File: src/rtl/wdg_pkg.sv
package wdg_pkg;
  localparam int WDG_CNT_W = 7;

  typedef struct packed {
    logic                 armed;
    logic [WDG_CNT_W-1:0] cnt;
  } wdg_reg_t;

  localparam wdg_reg_t WDG_REG_RST = '{armed: 1'b0, cnt: '1};
endpackage

File: src/rtl/wdg_prescale.sv
module wdg_prescale #(
  parameter int PRESCALE = 49152
) (
  input  logic clk,
  input  logic rst,
  input  logic clr,
  output logic tick
);
  localparam int PRE_W = (PRESCALE > 1) ? $clog2(PRESCALE) : 1;
  localparam logic [PRE_W-1:0] PRE_LAST = PRE_W'(PRESCALE - 1);

  logic [PRE_W-1:0] pre_q;

  assign tick = (pre_q == PRE_LAST);

  always_ff @(posedge clk) begin
    if (rst || clr || tick) pre_q <= '0;
    else                    pre_q <= pre_q + 1'b1;
  end
endmodule

File: src/rtl/wdg_ctl_reg.sv
module wdg_ctl_reg
  import wdg_pkg::*;
(
  input  logic                 clk,
  input  logic                 rst,
  input  logic                 fire,
  input  logic                 we,
  input  logic [WDG_CNT_W:0]   wdata,
  input  logic                 tick,
  output wdg_reg_t             reg_q
);
  always_ff @(posedge clk) begin
    if (rst || fire) begin
      reg_q <= WDG_REG_RST;
    end else if (we) begin
      reg_q.cnt   <= wdata[WDG_CNT_W-1:0];
      reg_q.armed <= reg_q.armed | wdata[WDG_CNT_W];
    end else if (tick) begin
      reg_q.cnt   <= reg_q.cnt - 1'b1;
    end
  end
endmodule

File: src/rtl/wdg_pulse.sv
module wdg_pulse
  import wdg_pkg::*;
(
  input  logic     clk,
  input  logic     rst,
  input  wdg_reg_t reg_q,
  output logic     fire,
  output logic     req_q
);
  assign fire = reg_q.armed & ~reg_q.cnt[WDG_CNT_W-1];

  always_ff @(posedge clk) begin
    if (rst) req_q <= 1'b0;
    else     req_q <= fire;
  end
endmodule

File: src/rtl/bitsix_watchdog.sv
module bitsix_watchdog
  import wdg_pkg::*;
#(
  parameter int PRESCALE = 49152
) (
  input  logic               clk,
  input  logic               rst,
  input  logic               ctl_we,
  input  logic [WDG_CNT_W:0] ctl_wdata,
  output logic [WDG_CNT_W:0] ctl_rdata,
  output logic               wdt_reset_req
);
  wdg_reg_t reg_q;
  logic     tick;
  logic     fire;

  wdg_prescale #(.PRESCALE(PRESCALE)) pre_i (
    .clk  (clk),
    .rst  (rst),
    .clr  (ctl_we | fire),
    .tick (tick)
  );

  wdg_ctl_reg reg_i (
    .clk   (clk),
    .rst   (rst),
    .fire  (fire),
    .we    (ctl_we),
    .wdata (ctl_wdata),
    .tick  (tick),
    .reg_q (reg_q)
  );

  wdg_pulse pulse_i (
    .clk   (clk),
    .rst   (rst),
    .reg_q (reg_q),
    .fire  (fire),
    .req_q (wdt_reset_req)
  );

  assign ctl_rdata = reg_q;
endmodule

File: config.mk
export PLATFORM = sky130hd
export DESIGN_NAME = bitsix_watchdog
export DESIGN_NICKNAME = d
export VERILOG_FILES = /design/src/rtl/wdg_pkg.sv /design/src/rtl/wdg_prescale.sv /design/src/rtl/wdg_ctl_reg.sv /design/src/rtl/wdg_pulse.sv /design/src/rtl/bitsix_watchdog.sv
export SDC_FILE = /design/constraint.sdc
export NUM_CORES = 1
export LEC_CHECK = 0
export BUFFER_PORTS_ARGS = -buffer_cell sky130_fd_sc_hd__buf_2
export CORE_ASPECT_RATIO = 0.7
export CORE_UTILIZATION = 35
export DETAILED_ROUTE_END_ITERATION = 6
export GPL_TIMING_DRIVEN = 0
export HOLD_SLACK_MARGIN = 0.05
export PLACE_DENSITY = 0.55
export SETUP_SLACK_MARGIN = 0.02
export SLEW_MARGIN = 20
export SYNTH_ARGS = -nofsm -noshare
export SYNTH_HDL_FRONTEND = slang
export SYNTH_SLANG_ARGS = --single-unit
File: constraint.sdc
create_clock -name clk -period 1.65 [get_ports clk]
set_input_delay 0.33 -clock clk [delete_from_list [all_inputs] [get_ports clk]]
set_output_delay 0.33 -clock clk [all_outputs]
set_load 0.01 [all_outputs]
* Yosys cells after proc, flatten, opt, wreduce, memory -nomap -nowiden
Index checks and enable logic that the tools add are counted.
** Operators by class
- Reduce and logical (&&, ||, !) cells :: 4
- $add $sub $neg :: 2
- Mux-type cells :: 2
- Equal/unequal tests :: 1
- Bitwise logic cells :: 4
** Operators by type and width (number)
- 16-bit by 1-bit adder with 16-bit output (second input constant) :: 1
- 16-bit == test (second input constant) :: 1
- 7-bit 2-to-1 mux :: 2
- 7-bit by 1-bit subtractor with 7-bit output (second input constant) :: 1
- 1-bit logical OR :: 3
- 1-bit bitwise OR :: 2
- 2-bit nonzero test :: 1
- 1-bit bitwise AND :: 1
- 1-bit inverter :: 1
** Storage, ports and cells
- Logic and storage cells :: 17
- Output and inout port bits :: 9
- Input bits :: 11
- Bits in registers :: 25

* Depth between registers and ports, before layout
Gate-level depths: netlist of run 1.
- Depth in word-level cells :: 5
- Depth in mapped cells :: 7

* Hierarchy
From an unflattened synthesis of run 1, not the netlist that was laid out.
** Unflattened totals
- Cells, all modules :: 127
- Area total of the unflattened synthesis :: 1199.9 µm²
** Modules (own cells, without submodules)
- wdg_prescale :: seq. area each 320.3 µm², cells each 78, area an instance 732.0 µm², times used 1
- wdg_ctl_reg :: seq. area each 160.2 µm², cells each 45, area an instance 422.9 µm², times used 1
- wdg_pulse :: seq. area each 20.0 µm², cells each 3, area an instance 38.8 µm², times used 1
- bitsix_watchdog :: seq. area each 0.0 µm², cells each 1, area an instance 6.3 µm², times used 1

* Worst setup path after synthesis of run 1
Ideal clock, no wire load.
- Path type :: reg2reg
- Start point :: reg pre_i.pre_q[0]
- End point :: reg, netlist name reg_i.reg_q[5]
- Data required time :: 1.535 ns
- Arrival time :: 1.503 ns
- Stages on the path, launching flop included :: 7
- Library setup time :: 0.115 ns
- Slack :: 0.032 ns
- Cells stage by stage :: dfxtp_1 ha_1 nand4_1 nor4_4 and3_2 o21bai_1 a21bo_2
** On the way
- Word-level cells in the longest chain between the ends :: 2
** Ends and longest elaborated chain
- start, declared :: line wdg_prescale.sv:12 : logic [PRE_W-1:0] pre_q;
- start signal, assigned :: line wdg_prescale.sv:18 : else pre_q <= pre_q + 1'b1;
- 16-bit == test :: line wdg_prescale.sv:14 : assign tick = (pre_q == PRE_LAST);
- 2-bit nonzero test (no line)
Every way passes these cells.
A chain may end at the register's enable or synchronous reset.

* Final worst setup path of run 1
- Start point :: reg, netlist name reg_i.reg_q[2]
- End point :: reg, netlist name reg_i.reg_q[5]
** On the way
- Word-level cells in the longest chain between the ends :: 3
** Ends and longest elaborated chain
- 7-bit by 1-bit subtractor with 7-bit output :: line wdg_ctl_reg.sv:19 : reg_q.cnt <= reg_q.cnt - 1'b1;
- 7-bit 2-to-1 mux :: line wdg_ctl_reg.sv:18 : end else if (tick) begin
- 7-bit 2-to-1 mux :: line wdg_ctl_reg.sv:15 : end else if (we) begin
Every way passes these cells. The select of a mux whose other input is x is not followed.

==> metrics.md, run 1 <==
| Metric | Value |
|---|---|
| Crit Path Category | `flip-flop to flip-flop` |
| Initial core utilization | `37.7%` |
| Most common cell after layout, fill and taps aside | `dfxtp_1` |
| Worst-Margin Slew | `0.392 ns` |
| Final Skew | `0.00234 ns` |
| Minimum clock period | `1.68 ns` |
| Fillers | `317` |
| Via/cell ratio | `4.89` |
| Worst IR drop on VDD | `0.297 mV` |
| Synth Register Bits | `25` |
| Sequential area share after synthesis | `41.0%` |
| Initial antenna violation count | `0` |
| Grt ovf | `0` |
| Total global-route track usage | `16.5%` |
| Period utilisation layout | `102%` |
| Commonest cells after routing, fill and taps aside | `dfxtp_1 (21), buf_2 (19), nor2_1 (11)` |
| Worst Setup Start Kind | `flip-flop` |
| Final HPWL DP | `1800 um` |
| Final setup viols | `1` |
| Layout cells sized above 1 | `38.8%` |
| Fin. max-slew vios | `0` |
| FMAX | `594 MHz` |
| Area growth from synthesis to layout | `31.5%` |
| DRC | `0` |
| IO Pins | `20` |
| Multi-input gate area | `723 um2` |
| Detailed Route Iter0 Violations | `34` |
| DP Area | `1370 um2` |
| Synth Warn # | `0` |
| Inserted Clock Buffers | `3` |
| Htree depth | `1` |
| Worst-path clk slew | `0.08 ns` |
| Async set-reset flop share out of synthesis | `0%` |
| Mapped Area | `1220 um2` |
| Clock Latency Late Sink | `0.27 ns` |
| Vias in the first global route | `939` |
| Worst Path Arrival | `1.85 ns` |
| CTS Buffer Depth | `2` |
| Core Region | `3230 um2` |
| Pin count of the biggest net entering global routing | `14` |
| Slew margin rel. | `73.9%` |
| Final setup margin | `-0.0321 ns` |
| Post-synth EDFFs | `0` |
| Post-Route WL | `2750 um` |
| Avg Inst Size Synth | `8.97 um2` |
| Pre-antenna DRT Iters | `4` |
| Worst path max stage delay | `0.37 ns` |
| Syn_nets | `149` |
| Distinct cells, synth | `39` |
| Die Footprint | `3730 um2` |
| Failing checks | `negative setup slack` |
| CP endpoint kind | `flip-flop` |
| CTS tree | `built` |
| Nets | `184` |
| Hold_buf cts | `0` |
| FP Rows | `17` |
| Final Hold Vio Count | `0` |
| Routed wire per std cell | `12.6 um` |
| Crit Path Max Fanout | `5` |
| Height of the die | `51.4 um` |
| R2R setup slack | `-0.03 ns` |
| Worst path required time | `1.82 ns` |
| CTS Sinks | `25` |
| Worst Hold Class | `primary input to flip-flop` |
| N_diodes | `0` |
| Top FF cell, synth | `dfxtp_1` |
| Power density over cell area | `701 nW/um2` |
| RSZ-0062 raised after global routing | `yes` |
| Status | `finished, violations left` |
| Vias | `1062` |
| Routability cong. | `0.782` |
| Worst path cell trace | `nor2_1 > nor4b_1 > and3_2 > o21bai_1 > a21bo_2` |
| Root buf cell | `clkbuf_8` |
| Number of port buffers | `19` |
| Chip width | `72.6 um` |
| DP Cell Count | `202` |
| Critical-path top delay cell | `nor4b_1` |
| Finished Layout Cells | `217` |
| Sequential Area | `508 um2` |
| Final instance area | `1600 um2` |
| Post-route ant nets | `0` |
| Number of max-cap violations | `0` |
| Global-route wire length before repair | `4470 um` |
| Pleak | `0.636 nW` |
| Syn Inst Count | `136` |
## logic make-up after synthesis
kind of cell	synth area share (%)
mux	0.821
compound gates	9.85
flops	41.0
simple gates	29.7
fa+ha+maj	2.05
xor+xnor	11.5
buf+inv	5.02
## flip-flops by register name, indices dropped and copies added, names as in the netlist
name and flops:
pulse_i.req_q 1, pre_i.pre_q 16, reg_i.reg_q 8
## cell usage after synthesis, types with 2 or more instances
library cell | number | area share, %
dfxtp_1 | 25 | 41
nor2_1 | 19 | 5.8
nand3_1 | 9 | 3.7
xor2_1 | 9 | 6.5
nand2_1 | 8 | 2.5
xnor2_1 | 7 | 5.0
nand4_1 | 6 | 3.1
a21oi_1 | 5 | 2.1
inv_1 | 5 | 1.5
nor3_1 | 4 | 1.6
and3_2 | 3 | 1.8
nor2b_1 | 3 | 1.5
a21bo_2 | 2 | 1.6
and3_1 | 2 | 1.0
buf_6 | 2 | 1.8
ha_1 | 2 | 2.1
nand2b_1 | 2 | 1.0
o21bai_1 | 2 | 1.2
## repair_timing
item	in CTS	in global routing
gates resized for setup	15	17
pin swaps	11	10
buffers inserted	5	4
endpoints found under the setup margin	23	23
cloned	2	0
## cell type report
cell class,instances,share of cell area [%]
Tap cell,47,3.67
Inverter,5,1.17
Multi-Input combinational cell,101,45.1
Sequential cell,25,31.7
Buffer,5,3.59
Timing Repair Buffer,30,12.0
Clock buffer,4,2.81
## worst paths after layout
path	endpoint	cells past startpoint	startpoint
worst max-delay path	reg_i.reg_q[5]	5	reg_i.reg_q[2]
worst min register to register	pulse_i.req_q	1	reg_i.reg_q[6]
worst max register to register	reg_i.reg_q[5]	5	reg_i.reg_q[2]
worst min-delay path	pulse_i.req_q	2	rst
## metal layers
metal  vias up  wire length, um  GRT usage (%)
met5         -                0              0
met3         4              104           4.93
met1       506             1400           22.8
met2        16             1210           23.8
met4         0               31           6.54
li1        536                -              -
## critical path, delay by kind of cell (launching register included)
kind / cells / cell delay (ns)
flops: 1 / 0.36
compound gates: 2 / 0.30
simple gates: 3 / 0.92
## stage by stage
step	power [W]	hold WS [ns]	setup slack (ns)	utilization, %	TNS, ns
2_1_floorplan	0.000704	0.406	0.0321	-	0
3_3_place_gp	0.000740	0.446	-0.159	42.5	-2.42
6_report	0.00112	0.261	-0.0321	49.6	-0.0321
3_5_place_dp	0.000744	0.465	-0.182	42.5	-2.94
4_1_cts	0.00112	0.260	-0.0217	47.1	-0.0666
5_1_grt	0.00118	0.257	-0.0983	49.6	-0.619
## power by group
group	internal (W)	switching, W	total (W)	leakage, nW
sequential	0.000618	0.0000177	0.000635	0.206
clock	0.000173	0.000189	0.000362	0.0228
combinational	0.0000687	0.0000583	0.000127	0.408
No activity file was read; power rests on OpenSTA's default activity.
==> run 2: changes to the inputs <==
--- a/config.mk
+++ b/config.mk
@@ -8,6 +8,7 @@
 export BUFFER_PORTS_ARGS = -buffer_cell sky130_fd_sc_hd__buf_2
 export CORE_ASPECT_RATIO = 0.7
 export CORE_UTILIZATION = 35
+export CTS_BUF_LIST = sky130_fd_sc_hd__clkbuf_16
 export DETAILED_ROUTE_END_ITERATION = 6
 export GPL_TIMING_DRIVEN = 0
 export HOLD_SLACK_MARGIN = 0.05
==> run 2 against run 1 <==
Against the previous run:
- first-iteration DRC count grew 8.8%
- maximum frequency grew 2.3%
- sequential power is essentially flat
- die area is the same
- total power grew 14%
- count of clock-buffer cells in the layout shrank 1
- register-to-register slack gained 0.04 ns
- the flow now finishes without violations
- highest routed layer unchanged
- cell count shrank 1.4%
- via count shrank 2.8%
- wire length shrank 1.2%
==> metrics.md, run 2 (synthesis gave the netlist of run 1 again) <==
| Metric | Value |
|---|---|
| Worst path top cell family by delay | `simple AND/OR/NAND/NOR gates` |
| Routed wire per std cell | `12.7 um` |
| Clock Latency Late Sink | `0.26 ns` |
| Worst Setup Start Kind | `flip-flop` |
| Layout cells sized above 1 | `40.1%` |
| Via/cell ratio | `4.82` |
| Global-route wire length before repair | `4320 um` |
| Final setup viols | `0` |
| Buf/Inv on CP | `1` |
| Number of port buffers | `19` |
| Grt ovf | `0` |
| Post-Route WL | `2710 um` |
| Fin. max-slew vios | `0` |
| N_diodes | `0` |
| Core Region | `3230 um2` |
| Htree depth | `1` |
| Commonest cells after routing, fill and taps aside | `dfxtp_1 (21), buf_2 (19), nor2_2 (11)` |
| Detailed Route Iter0 Violations | `37` |
| Pre-antenna DRT Iters | `4` |
| Inserted Clock Buffers | `3` |
| Final Skew | `0.00257 ns` |
| Final HPWL DP | `1800 um` |
| Total global-route track usage | `15.6%` |
| Sequential Area | `508 um2` |
| Routability cong. | `0.782` |
| FMAX | `608 MHz` |
| Critical-path top delay cell | `nor4_4` |
| Worst IR drop on VDD | `0.391 mV` |
| Vias in the first global route | `901` |
| Height of the die | `51.4 um` |
| Worst-Margin Slew | `0.377 ns` |
| Status | `finished clean` |
| Worst hold slack | `0.278 ns` |
| Initial antenna violation count | `0` |
| Pin count of the biggest net entering global routing | `14` |
| Slew margin rel. | `74.7%` |
| Post-route ant nets | `0` |
| Period utilisation layout | `99.6%` |
| Power density over cell area | `789 nW/um2` |
| Final Hold Vio Count | `0` |
| Crit Path Category | `flip-flop to flip-flop` |
| R2R setup slack | `0.006 ns` |
| Top flop regs | `pre_i.pre_q (16), reg_i.reg_q (8), pulse_i.req_q (1)` |
| Pleak | `0.626 nW` |
| DRC | `0` |
| CTS Buffer Depth | `2` |
| CTS tree | `built` |
| Routed met3 length | `101 um` |
| Worst path required time | `1.85 ns` |
| Worst path cell trace | `ha_4 > nand4_1 > nor4_4 > buf_6 > a21oi_2 > o21bai_1 > a21bo_2` |
| Worst Path Arrival | `1.85 ns` |
| Worst-path clk slew | `0.06 ns` |
| Most common cell after layout, fill and taps aside | `dfxtp_1` |
| Number of max-cap violations | `0` |
| RSZ-0062 raised after global routing | `yes` |
| DP Area | `1370 um2` |
| Largest reg by FF count | `pre_i.pre_q` |
| Die Footprint | `3730 um2` |
| Chip width | `72.6 um` |
| Area growth from synthesis to layout | `33.5%` |
| Final instance area | `1630 um2` |
| IO Pins | `20` |
| Fillers | `318` |
| FP Rows | `17` |
| Initial core utilization | `37.7%` |
| WL met1 | `1450 um` |
| CTS Sinks | `25` |
| Multi-input gate area | `737 um2` |
| Met2 wire length | `1150 um` |
| Max reg flops | `16` |
| Crit Path Max Fanout | `5` |
| Worst path max stage delay | `0.39 ns` |
| Highest routed layer | `met4` |
| Root buf cell | `clkbuf_16` |
| CP endpoint kind | `flip-flop` |
| Nets | `181` |
| Worst Hold Class | `primary input to flip-flop` |
| Vias | `1032` |
| Minimum clock period | `1.64 ns` |
## run 2: timing repair
item	4_1_cts	5_1_grt
pin swaps	14	11
setup buffers	5	1
hold buffers	0	0
gates cloned	2	0
gates resized for setup	17	18
endpoints found under the setup margin	23	22
## run 2: metal layers
metal / vias to the layer above / track usage (%)
met4: 0 / 3.92
li1: 528 / -
met2: 13 / 22.3
met3: 2 / 4.93
met1: 489 / 22.4
met5: - / 0
## run 2: power breakdown
| part | leakage [nW] | total (W) | internal [W] | switching, W |
|---|---|---|---|---|
| logic | 0.378 | 0.000122 | 0.0000637 | 0.0000582 |
| registers | 0.206 | 0.000637 | 0.000618 | 0.0000187 |
| clock network | 0.0423 | 0.000527 | 0.000324 | 0.000203 |
| total | 0.626 | 0.00129 | 0.00101 | 0.000280 |
## run 2: layout make-up
class,count,share of cell area (%)
Multi-Input combinational cell,101,45.2
Buffer,5,3.53
Tap cell,47,3.61
Inverter,5,1.15
Clock inverter,1,0.230
Sequential cell,25,31.2
Timing Repair Buffer,27,10.4
Clock buffer,3,4.61
## run 2: final timing paths
kind / cells after the start / endpoint / from
worst min register to register: 1 / pulse_i.req_q / reg_i.reg_q[6]
worst max-delay path: 7 / reg_i.reg_q[5] / pre_i.pre_q[0]
worst max register to register: 7 / reg_i.reg_q[5] / pre_i.pre_q[0]
worst min-delay path: 2 / pulse_i.req_q / rst
## run 2: through the flow
stage               instances  utilization [%]  worst slack, ns  total power [W]  setup TNS (ns)
detailed placement        202             42.5           -0.182         0.000744           -2.94
CTS                       213             48.3          -0.0327          0.00129          -0.122
finish                    214             50.4          0.00648          0.00129               0
global route              214             50.4          -0.0899          0.00134          -0.911
global placement          202             42.5           -0.159         0.000740           -2.42
floorplan                 136                -           0.0321         0.000704               0
==> run 3: changes to the inputs <==
--- a/config.mk
+++ b/config.mk
@@ -5,6 +5,7 @@
 export SDC_FILE = /design/constraint.sdc
 export NUM_CORES = 1
 export LEC_CHECK = 0
+export ABC_AREA = 1
 export BUFFER_PORTS_ARGS = -buffer_cell sky130_fd_sc_hd__buf_2
 export CORE_ASPECT_RATIO = 0.7
 export CORE_UTILIZATION = 35
@@ -12,8 +13,9 @@
 export DETAILED_ROUTE_END_ITERATION = 6
 export GPL_TIMING_DRIVEN = 0
 export HOLD_SLACK_MARGIN = 0.05
-export PLACE_DENSITY = 0.55
+export PLACE_DENSITY = 0.54
 export SETUP_SLACK_MARGIN = 0.02
+export SKIP_CTS_REPAIR_TIMING = 1
 export SLEW_MARGIN = 20
 export SYNTH_ARGS = -nofsm -noshare
 export SYNTH_HDL_FRONTEND = slang
==> run 3 against run 2 <==
Against the previous run:
- maximum frequency up 11%
- sequential share of layout area down 0.24 points
- cell count up 22%
- sequential power up 0.8%
- area after synthesis up 14%
- hold slack worse by 0.026 ns
- via count up 17%
- combinational power up 3%
- count of clock-buffer cells in the layout unchanged
- wire length up 2.1%
- register-to-register slack better by 0.17 ns
==> metrics.md, run 3 <==
| Metric | Value |
|---|---|
| Status | `finished clean` |
| Final TNS setup | `0 ns` |
| RSZ-0062 raised after global routing | `no` |
| Worst Path Arrival | `1.63 ns` |
| Inserted Clock Buffers | `3` |
| CTS Buffer Depth | `2` |
| Initial antenna violation count | `0` |
| Final setup viols | `0` |
| Worst path top cell family by delay | `simple AND/OR/NAND/NOR gates` |
| Period utilisation layout | `89.3%` |
| FMAX | `678 MHz` |
| Number of port buffers | `18` |
| Avg Inst Size Synth | `7.34 um2` |
| Worst IR drop on VDD | `0.447 mV` |
| Worst-path clk slew | `0.06 ns` |
| Worst path max stage delay | `0.37 ns` |
| Crit Path Max Fanout | `10` |
| DP Area | `1540 um2` |
| Area growth from synthesis to layout | `17.0%` |
| Final Hold Vio Count | `0` |
| Htree depth | `1` |
| Slew margin rel. | `82.4%` |
| Pleak | `0.715 nW` |
| Buf/Inv on CP | `2` |
| Synth area leaders | `dfxtp_1 (36%), nand3_1 (9.4%), nand2_1 (8.7%)` |
| Post-Route WL | `2770 um` |
| Number of max-cap violations | `0` |
| Most common cell after layout, fill and taps aside | `nand2_1` |
| Largest area contributor in the synthesized netlist | `dfxtp_1` |
| Nets | `225` |
| DRC | `0` |
| N_diodes | `0` |
| Sequential area share after synthesis | `36.1%` |
| CTS tree | `built` |
| Routed wire per std cell | `10.6 um` |
| Final Skew | `0.00207 ns` |
| Post-route ant nets | `0` |
| Initial core utilization | `38.0%` |
| FP Rows | `18` |
| Worst-Margin Slew | `0.263 ns` |
| Critical-path top delay cell | `dfxtp_1` |
| Layout cells sized above 1 | `27.5%` |
| Crit Path Category | `flip-flop to flip-flop` |
| Power density over cell area | `796 nW/um2` |
| Commonest cells after routing, fill and taps aside | `nand2_1 (32), nand3_1 (26), dfxtp_1 (24)` |
| Max reg flops | `16` |
| Final instance area | `1620 um2` |
| Chip width | `77.2 um` |
| Top FF cell, synth | `dfxtp_1` |
| Global-route wire length before repair | `4820 um` |
| Detailed Route Iter0 Violations | `63` |
| Pre-antenna DRT Iters | `4` |
| Height of the die | `54.7 um` |
| Post-synth top cells | `nand2_1 (32), nand3_1 (26), dfxtp_1 (25)` |
| Minimum clock period | `1.47 ns` |
| Clock Latency Late Sink | `0.25 ns` |
| Synth Warn # | `0` |
| Worst path cell trace | `ha_1 > nand2_2 > inv_2 > nand2_2 > nor2_4 > nand2_4 > nand3_4 > buf_12 > nor2_2` |
| Worst hold slack | `0.252 ns` |
| Place WS | `0.116 ns` |
| Pwr Total | `0.00129 W` |
| Async set-reset flop share out of synthesis | `0%` |
| Core Region | `3650 um2` |
| Top cell type's share of synthesized area | `36.1%` |
| Syn_nets | `202` |
| Pin count of the biggest net entering global routing | `14` |
| Distinct cells, synth | `27` |
| CP endpoint kind | `flip-flop` |
| Synth Register Bits | `25` |
| Worst Setup Start Kind | `flip-flop` |
| Final setup margin | `0.176 ns` |
| Largest reg by FF count | `pre_i.pre_q` |
| Final HPWL DP | `2270 um` |
| Worst Hold Class | `primary input to flip-flop` |
| Mapped Area | `1390 um2` |
| IO Pins | `20` |
| Most frequent cell after synthesis | `nand2_1` |
| Syn Inst Count | `189` |
| CP most frequent cell | `nand2_2` |
| Fin. max-slew vios | `0` |
| Via/cell ratio | `4.64` |
| Die Footprint | `4220 um2` |
| CTS Sinks | `25` |
| Top flop regs | `pre_i.pre_q (16), reg_i.reg_q (8), pulse_i.req_q (1)` |
| Root buf cell | `clkbuf_16` |
| Vias in the first global route | `986` |
| Total global-route track usage | `15.0%` |
| Grt ovf | `0` |
| Routability cong. | `0.749` |
| Vias | `1210` |
| Worst path required time | `1.80 ns` |
| Post-synth EDFFs | `0` |
[run 3: changes by cell type in the layout (fill, tap and decap cells not counted), sizes merged, moves of 5 or more]
cell and change:
inv +20, nand3 +18, and3 -5, nand2 +31, xor2 -8, buf -9, nor2 +9, a21oi +7
[run 3: worst paths after layout]
path / cells after the start / startpoint / to / slack (ns)
worst min-delay path: 2 / rst / pulse_i.req_q / 0.25
worst min register to register: 1 / pre_i.pre_q[0] / pre_i.pre_q[0] / 0.45
worst max register to register: 9 / pre_i.pre_q[1] / pre_i.pre_q[12] / 0.18
worst max-delay path: 9 / pre_i.pre_q[1] / pre_i.pre_q[12] / 0.18
[run 3: per-layer routing]
layer  vias to the layer above  wire [um]  global-route usage, %
li1                        651          -                      -
met1                       536       1620                   22.9
met2                        18       1020                   20.1
met3                         5        107                   3.83
met4                         0         22                   3.77
met5                         -          0                      0
[run 3: logic make-up (layout without fill, tap and decap cells)]
| family | count (synthesis) | after routing | synth area share (%) |
|---|---|---|---|
| AOI/OAI and AO/OA | 17 | 17 | 7.13 |
| buffers and inverters | 28 | 50 | 8.94 |
| DFF | 25 | 25 | 36.1 |
| and+or+nand+nor | 110 | 110 | 41.6 |
| xor gates and xnor gates | 7 | 7 | 4.42 |
| adders and majority gates | 2 | 2 | 1.80 |
[run 3: cell type report]
class                   count  area (um2)
inverters                  25        93.8
clock buffers               3        75.1
plain buffers               3        30.0
multi-input cells         136         764
flip-flops and latches     25         502
repair buffers             18        90.1
well taps                  50        62.6
clock inverters             1        3.75
fillers                   376        2030
[run 3: stage by stage]
stage               cells  utilization, %
floorplan             189               -
global placement      257            42.2
detailed placement    257            42.2
CTS                   261            44.3
global route          261            44.4
finish                261            44.4
[run 3: where the power goes]
group,switching [W],internal (W),leakage (nW)
combinational,0.0000736,0.0000527,0.468
clock,0.000199,0.000324,0.0423
sequential,0.0000198,0.000622,0.204
